## config.mk

```make
export PLATFORM = sky130hd
export DESIGN_NAME = pulse_gen_timer
export DESIGN_NICKNAME = d
export VERILOG_FILES = /design/src/rtl/ppg_pkg.sv /design/src/rtl/ppg_cmp_regs.sv /design/src/rtl/ppg_counter.sv /design/src/rtl/ppg_outctl.sv /design/src/rtl/pulse_gen_timer.sv
export SDC_FILE = /design/constraint.sdc
export NUM_CORES = 1
export LEC_CHECK = 0
export ABC_CLOCK_PERIOD_IN_PS = 5600
export BUFFER_PORTS_ARGS = -buffer_cell sky130_fd_sc_hd__buf_4
export CAP_MARGIN = 20
export CORE_MARGIN = 4
export CORE_UTILIZATION = 45
export DETAILED_ROUTE_END_ITERATION = 8
export PLACE_DENSITY = 0.74
export SETUP_SLACK_MARGIN = 0.4
export SYNTH_ARGS = -nofsm -noshare
export SYNTH_HDL_FRONTEND = slang
export SYNTH_SLANG_ARGS = --single-unit
```

## constraint.sdc

```tcl
create_clock -name clk -period 5.6 [get_ports clk]
set_clock_uncertainty 0.1 [all_clocks]
set_input_delay 0.28 -clock clk [delete_from_list [all_inputs] [get_ports clk]]
set_output_delay 0.28 -clock clk [all_outputs]
set_load 0.03 [all_outputs]
```

## src/rtl/ppg_pkg.sv

```systemverilog
package ppg_pkg;
  localparam logic [1:0] MODE_CLEAR_ON_PERIOD = 2'b11;
  typedef enum logic { SEL_PERIOD = 1'b0, SEL_WIDTH = 1'b1 } wr_target_e;
endpackage

```

## src/rtl/ppg_cmp_regs.sv

```systemverilog
module ppg_cmp_regs #(
  parameter int W = 16
) (
  input  logic         clk,
  input  logic         rst,
  input  logic         wr_en,
  input  logic         wr_sel,
  input  logic [W-1:0] wr_data,
  input  logic         load,
  output logic [W-1:0] period_q,
  output logic [W-1:0] wid_act,
  output logic [W-1:0] wid_next
);
  import ppg_pkg::*;

  logic [W-1:0] hold_q, hold_d;
  logic         wr_period, wr_width;

  assign wr_period = wr_en && (wr_target_e'(wr_sel) == SEL_PERIOD);
  assign wr_width  = wr_en && (wr_target_e'(wr_sel) == SEL_WIDTH);
  assign hold_d    = wr_width ? wr_data : hold_q;
  assign wid_next  = load ? hold_d : wid_act;

  always_ff @(posedge clk) begin
    if (rst) begin
      period_q <= '0;
      hold_q   <= '0;
      wid_act  <= '0;
    end else begin
      if (wr_period) period_q <= wr_data;
      hold_q  <= hold_d;
      wid_act <= wid_next;
    end
  end
endmodule

```

## src/rtl/ppg_counter.sv

```systemverilog
module ppg_counter #(
  parameter int W = 16
) (
  input  logic         clk,
  input  logic         rst,
  input  logic         run,
  input  logic         cnt_en,
  input  logic [W-1:0] period_q,
  output logic [W-1:0] cnt_q,
  output logic [W-1:0] cnt_d,
  output logic         match_p
);
  localparam logic [W-1:0] ONE = {{(W-1){1'b0}}, 1'b1};

  assign match_p = run && cnt_en && (cnt_q == period_q);

  always_comb begin
    if (!run)         cnt_d = '0;
    else if (!cnt_en) cnt_d = cnt_q;
    else if (match_p) cnt_d = '0;
    else              cnt_d = cnt_q + ONE;
  end

  always_ff @(posedge clk) begin
    if (rst) cnt_q <= '0;
    else     cnt_q <= cnt_d;
  end
endmodule

```

## src/rtl/ppg_outctl.sv

```systemverilog
module ppg_outctl #(
  parameter int W = 16
) (
  input  logic         clk,
  input  logic         rst,
  input  logic         run,
  input  logic         cnt_en,
  input  logic         match_p,
  input  logic [W-1:0] cnt_q,
  input  logic [W-1:0] cnt_d,
  input  logic [W-1:0] wid_act,
  input  logic [W-1:0] wid_next,
  output logic         pulse_out,
  output logic         irq_period,
  output logic         irq_width
);
  logic match_w;
  assign match_w = run && cnt_en && (cnt_q == wid_act);

  always_ff @(posedge clk) begin
    if (rst) begin
      pulse_out  <= 1'b0;
      irq_period <= 1'b0;
      irq_width  <= 1'b0;
    end else begin
      pulse_out  <= run && (cnt_d <= wid_next);
      irq_period <= match_p;
      irq_width  <= match_w;
    end
  end
endmodule

```

## src/rtl/pulse_gen_timer.sv

```systemverilog
module pulse_gen_timer #(
  parameter int W = 16
) (
  input  logic         clk,
  input  logic         rst,
  input  logic         cnt_en,
  input  logic [1:0]   mode,
  input  logic         out_en,
  input  logic         wr_en,
  input  logic         wr_sel,
  input  logic [W-1:0] wr_data,
  output logic         pulse_out,
  output logic         irq_period,
  output logic         irq_width
);
  import ppg_pkg::*;

  logic         run, match_p, load;
  logic [W-1:0] period_q, wid_act, wid_next, cnt_q, cnt_d;

  assign run  = (mode == MODE_CLEAR_ON_PERIOD) && out_en;
  assign load = !run || match_p;

  ppg_cmp_regs #(.W(W)) u_regs (
    .clk(clk), .rst(rst), .wr_en(wr_en), .wr_sel(wr_sel), .wr_data(wr_data),
    .load(load), .period_q(period_q), .wid_act(wid_act), .wid_next(wid_next)
  );

  ppg_counter #(.W(W)) u_cnt (
    .clk(clk), .rst(rst), .run(run), .cnt_en(cnt_en), .period_q(period_q),
    .cnt_q(cnt_q), .cnt_d(cnt_d), .match_p(match_p)
  );

  ppg_outctl #(.W(W)) u_out (
    .clk(clk), .rst(rst), .run(run), .cnt_en(cnt_en), .match_p(match_p),
    .cnt_q(cnt_q), .cnt_d(cnt_d), .wid_act(wid_act), .wid_next(wid_next),
    .pulse_out(pulse_out), .irq_period(irq_period), .irq_width(irq_width)
  );
endmodule

```

==> results of run 1 <==
==> cell families (layout without fill, tap and decap cells) <==
kind of cell               count (synthesis)  in the layout
AOI/OAI and AO/OA                         80             80
xor gates and xnor gates                  47             47
adders and majority gates                 17             17
buffers and inverters                     33             47
DFF                                       67             67
muxes                                     17             17
and+or+nand+nor                          133            133
==> layer usage <==
metal	up-vias	track usage, %
met5	-	0
met1	1298	24.3
met3	14	5.19
met2	75	29.5
li1	1388	-
met4	0	5.84
==> state kept, by name (all words and copies together) (netlist names) <==
name              cells
u_out.irq_period      1
u_out.pulse_out       1
u_regs.period_q      16
u_out.irq_width       1
u_cnt.cnt_q          16
u_regs.hold_q        16
u_regs.wid_act       16
==> area by class of cell <==
class | count | area, µm²
fillers | 737 | 3790
multi-input cells | 294 | 2010
flip-flops and latches | 67 | 1340
repair buffers | 29 | 221
clock buffers | 11 | 141
well taps | 102 | 128
clock inverters | 5 | 52.6
inverters | 2 | 7.51
==> cell usage in the layout, fill, tap and decap left out, drive strengths merged, types with 5 or more instances in the layout <==
cell type / Yosys / layout
xnor2: 32 / 32
nand3: 8 / 8
mux2i: 17 / 17
nor2: 50 / 50
xor2: 15 / 15
dfxtp: 67 / 67
a21oi: 24 / 24
ha: 17 / 17
buf: 11 / 29
nand4: 13 / 13
nand2: 42 / 42
a21o: 17 / 17
clkbuf: 20 / 11
a211oi: 32 / 32
nor3: 5 / 5
==> stage by stage <==
stage | power (µW) | setup slack (ns) | cells | hold WS [ns]
after floorplan | 614 | 2.15 | 394 | 0.316
after detailed placement | 652 | 1.44 | 493 | 0.366
after global placement | 648 | 1.56 | 493 | 0.361
after CTS | 1050 | 1.47 | 509 | 0.0684
final | 1040 | 1.45 | 510 | 0.0754
after global routing | 1080 | 1.19 | 510 | 0.0737
==> power breakdown <==
group | internal [µW] | total [µW] | switching, µW | leakage [µW]
logic | 59.5 | 136 | 76.4 | 0.000879
clock network | 215 | 398 | 182 | 0.0000991
registers | 495 | 507 | 11.5 | 0.000546
total | 770 | 1040 | 270 | 0.00152
==> tightest hold or removal path: cells and delay by family <==
family                 cells  cell delay, ns
AND/OR/NAND/NOR            1            0.05
buffers and inverters      1            0.11
AO/OA/AOI/OAI              1            0.05
==> path summary, 6_finish.rpt <==
path | from | slack [ns] | endpoint
hold reg to reg | u_regs.period_q[5] | 0.38 | u_regs.period_q[5]
hold / removal | wr_data[4] | 0.08 | u_regs.period_q[4]
setup reg to reg | u_cnt.cnt_q[2] | 1.45 | u_out.pulse_out
setup / recovery | u_cnt.cnt_q[2] | 1.45 | u_out.pulse_out
==> results_dict.tcl, run 1 <==
set metrics [dict create \
    status "finished, final reports clean" \
    path_cells "xor2_1 > or4_4 > nor3_4 > a21o_4 > nor2_1 > ha_1 > and4_1 > or4b_2 > a21o_1 > o2111ai_1 > o41ai_1" \
    fin_nets 444 \
    drv_cap 0 \
    r2r_cells 11 \
    synth-compound-area-share_pct 16.9 \
    synth_area_leaders "dfxtp_1 38%, xnor2_1 7.9%, ha_1 6.0%, nor2_1 5.3%, mux2i_1 4.8%" \
    dpl-instance-area_um2 3690 \
    rsz0062_at_grt "no" \
    clock-root-buffer "clkbuf_8" \
    drt_iter0_drc 192 \
    power_density_nw_per_um2 267 \
    fp.dieW_um 96.6 \
    cts_setup_buffers 0 \
    synth_top_flop_cell "dfxtp_1" \
    cp-end-kind "flop" \
    worstPathRequired_ns 5.71 \
    crit_family "simple AND/OR/NAND/NOR gates" \
    die_h_um 96.6 \
    grt_pass1_wl_mm 13.0 \
    cts.sinks 67 \
    grt_usage_pct 18.5 \
    cts_buffers 9 \
    synth.largest_area_cell "dfxtp_1" \
    design_area_um2 3900 \
    synth_warnings 0 \
    synth_cell_types 39 \
    cellLeakagePower_uw 0.00152 \
    utilization_pct 50.7 \
    port-buffer-count 26 \
    synthMuxAreaShare_pct 4.82 \
    dr.max_layer_used "met4" \
    synth_common_cells "67 x dfxtp_1, 50 x nor2_1, 42 x nand2_1" \
    grt_pass1_vias 2672 \
    ioPinCount 27 \
    grt-ovfl-total 0 \
    cp_slowest_cell "or4b_2" \
    peakVddDrop_mv 0.0916 \
    ys_ff_latch 67 \
    synth_fa_ha_area_share_pct 6.03 \
    wirelength_met1_mm 3.68 \
    cts_tree "done" \
    cp_max_fo 49 \
    path_buf_inv 0 \
    die_area_um2 9320 \
    grt_antenna_before_repair 0 \
    drive_gt1_share_pct 14.7 \
    seq_area_frac_synth_pct 38.0 \
    fmax_mhz 241 \
    htree_levels 3 \
    synthCells 394 \
    dr_total_vias 2775 \
    synth-simple-area-share_pct 17.5 \
    min_path_type "in -> reg" \
    cp.depth 11 \
    drt_wl_total_mm 8.11 \
    drc 0 \
    clkTransAtPathRegs_ns 0.07 \
    max_stage_delay_ns 0.61 \
    antenna_cells 0 \
    syn_area_um2 3530 \
    setup_violations 0 \
    synth.top_cell.area_share_pct 38.0 \
    max_slew_margin_pct 39.6 \
    start_kind "flop" \
    dpl.hpwl_mm 5.92 \
    maxSlewViolCount 0 \
    synth.most_common_cell "dfxtp_1" \
    synth_area_per_cell_um2 8.96 \
    hold_depth 3 \
    dr_wl_met3_um 567 \
    cp.arrival_ns 4.27 \
    synth_xor_area_share_pct 11.7 \
    syn2layout_area_growth_pct 10.5 \
    clock_latency_ns 0.35 \
    wl_per_cell_um 15.9 \
    cts_buffer_depth 2 \
    final.setup.tns_ns 0 \
    synth_nets 435 \
    grt_start_max_net_pins 55 \
    gp_congestion 0.953 \
    wl_met2_mm 3.72 \
    setup.worst_path.class "reg -> reg" \
    row_count 32 \
    ant_nets 0 \
    worstMarginPinSlew_ns 0.904 \
    drt_pass1_iterations 5 \
    synth-edff-count 0 \
    via_per_inst 5.44 \
    cts.repair.resized 0 \
    hold_viol 0 \
    core_area_um2 7690 \
    synth_top_family_by_area "simple AND/OR/NAND/NOR gates" \
    synthArstFlopShare_pct 0 \
    holdBufCountCts 0 \
    start_util_pct 45.9 \
    period_share_pct 74.1 \
    fin_crit_ns 4.15 \
]
(Power assumes the default switching activity.)
==> run 2, diff against run 1 <==
--- a/config.mk
+++ b/config.mk
@@ -5,7 +5,7 @@
 export SDC_FILE = /design/constraint.sdc
 export NUM_CORES = 1
 export LEC_CHECK = 0
-export ABC_CLOCK_PERIOD_IN_PS = 5600
+export ABC_CLOCK_PERIOD_IN_PS = 4100
 export BUFFER_PORTS_ARGS = -buffer_cell sky130_fd_sc_hd__buf_4
 export CAP_MARGIN = 20
 export CORE_MARGIN = 4
==> constraint.sdc (replaced) <==
create_clock -name clk -period 4.1 [get_ports clk]
set_clock_uncertainty 0.1 [all_clocks]
set_input_delay 0.205 -clock clk [delete_from_list [all_inputs] [get_ports clk]]
set_output_delay 0.205 -clock clk [all_outputs]
set_load 0.03 [all_outputs]
==> run 2 against run 1 <==
  * Worst setup slack got worse by 0.92 ns
  * Clock power increased by 55%
  * Die area unchanged
  * Non-clock buffer count increased by 12
  * Sequential power increased by 36%
  * Count of clock-buffer cells in the layout unchanged
  * Largest power group unchanged
  * Flip-flop and latch count unchanged
  * Worst hold slack got worse by 0.063 ns
  * Global-route usage increased by 0.63 points
==> results_dict.tcl, run 2 (synthesis results as in run 1) <==
set metrics [dict create \
    cp.depth 12 \
    fillers 717 \
    die_h_um 96.6 \
    drive_gt1_share_pct 17.6 \
    drc 0 \
    path_cells "xor2_1 > or4_4 > nor3_4 > buf_4 > a21o_4 > nor2_1 > ha_1 > and4_1 > or4b_2 > a21o_1 > o2111ai_1 > o41ai_1" \
    worstMarginPinSlew_ns 0.677 \
    gp_congestion 0.884 \
    fmax_mhz 280 \
    die_area_um2 9320 \
    design_area_um2 4030 \
    cp-startpoint "u_regs.period_q[2]" \
    port-buffer-count 26 \
    crit_family "simple AND/OR/NAND/NOR gates" \
    cp_max_fo 20 \
    cts_buffer_depth 2 \
    r2r_start "u_regs.period_q[2]" \
    period_share_pct 87.0 \
    max_stage_delay_ns 0.61 \
    drt_pass1_iterations 4 \
    dpl.hpwl_mm 6.26 \
    syn2layout_area_growth_pct 14.2 \
    row_count 32 \
    ioPinCount 27 \
    cts.repair.resized 0 \
    rrSetupSlack_ns 0.53 \
    start_kind "flop" \
    core_area_um2 7690 \
    htree_levels 3 \
    cts_setup_buffers 0 \
    grt_pass1_wl_mm 13.3 \
    cts.sinks 67 \
    grt-ovfl-total 0 \
    ant_nets 0 \
    cts_buffers 9 \
    fin_nets 457 \
    worstPathRequired_ns 4.20 \
    clock_latency_ns 0.34 \
    grt_pass1_vias 2741 \
    grt_usage_pct 19.1 \
    dr_total_vias 2918 \
    setup.worst_path.class "reg -> reg" \
    hold_viol 0 \
    power_density_nw_per_um2 372 \
    endpoint "u_out.pulse_out" \
    cp-end-kind "flop" \
    multi_input_area_um2 2020 \
    ff_latch_area_um2 1340 \
    status "finished, final reports clean" \
    r2r_cells 12 \
    final.setup.tns_ns 0 \
    dpl-instance-area_um2 3770 \
    holdBufCountCts 0 \
    rsz0062_at_grt "no" \
    final_cell_mix "67 x dfxtp_1, 50 x nor2_1, 42 x nand2_1, 40 x buf_4, 32 x xnor2_1" \
    min_path_type "in -> reg" \
    path_buf_inv 1 \
    cp_slowest_cell "or4b_2" \
    clkTransAtPathRegs_ns 0.07 \
    start_util_pct 45.9 \
    antenna_cells 0 \
    wl_per_cell_um 16.2 \
    maxSlewViolCount 0 \
    grt_start_max_net_pins 55 \
    grt_antenna_before_repair 0 \
    via_per_inst 5.58 \
    cellLeakagePower_uw 0.00161 \
    cp.arrival_ns 3.67 \
    clock-root-buffer "clkbuf_8" \
    layout_commonest_cell "dfxtp_1" \
    max_slew_margin_pct 54.8 \
    fp.dieW_um 96.6 \
    cts_tree "done" \
    r2r-end "u_out.pulse_out" \
    fin_crit_ns 3.57 \
    drt_wl_total_mm 8.49 \
    setup_violations 0 \
    drv_cap 0 \
    peakVddDrop_mv 0.130 \
    drt_iter0_drc 162 \
]
-- run 2: changes by cell type in the layout (fill, tap and decap cells not counted) --
cell / delta
a21o_2: +1
buf_4: +12
bufinv_16: +1
clkbuf_1: -1
clkbuf_8: +1
clkinvlp_4: -1
-- run 2: layout make-up --
cell class	count	area share [%]
clock buffer	11	3.76
sequential	67	33.3
multi-input combinational	295	50.0
inverter	2	0.186
timing repair buffer	41	7.73
clock inverter	5	1.86
tap	102	3.17
-- run 2: worst min-delay path by stage --
| stage | start | endpoint | slack, ns | cells after the start |
|---|---|---|---|---|
| after floorplan | wr_data[0] | u_regs.period_q[0] | 0.24 | 2 |
| after global placement | u_regs.period_q[9] | u_regs.period_q[9] | 0.36 | 2 |
| after detailed placement | u_regs.period_q[0] | u_regs.period_q[0] | 0.36 | 2 |
| after CTS | wr_data[13] | u_regs.period_q[13] | 0.003 | 3 |
| after global routing | wr_data[13] | u_regs.period_q[13] | 0.01 | 3 |
| final | wr_data[13] | u_regs.period_q[13] | 0.01 | 3 |
-- run 2: worst reg2reg max path, stage by stage, from the launching register on --
cell and delay (ns):
dfxtp_1 0.32, xor2_1 0.18, or4_4 0.53, nor3_4 0.28
buf_4 0.19, a21o_4 0.25, nor2_1 0.09, ha_1 0.31
and4_1 0.20, or4b_2 0.61, a21o_1 0.18, o2111ai_1 0.07
o41ai_1 0.12
-- run 2: per-layer routing --
metal / vias up / wire length [µm] / GRT usage, %
met5: - / 0 / 0
met4: 0 / 261 / 9.23
met3: 22 / 593 / 4.73
met2: 85 / 3880 / 29.9
met1: 1392 / 3760 / 24.7
li1: 1419 / - / -
-- run 2: power breakdown --
group | internal (µW) | switching [µW]
clock | 372 | 243
combinational | 83.7 | 109
sequential | 677 | 15.5
-- run 2: per-stage QoR --
stage | hold WS (ns) | utilization, % | std cells | setup slack [ns] | power [µW]
2_1_floorplan | 0.241 | - | 394 | 0.645 | 838
3_3_place_gp | 0.358 | 48.8 | 501 | 0.574 | 887
3_5_place_dp | 0.363 | 49.0 | 502 | 0.435 | 894
4_1_cts | 0.00255 | 51.9 | 518 | 0.435 | 1510
5_1_grt | 0.0139 | 52.4 | 523 | 0.412 | 1560
6_report | 0.0120 | 52.4 | 523 | 0.532 | 1500
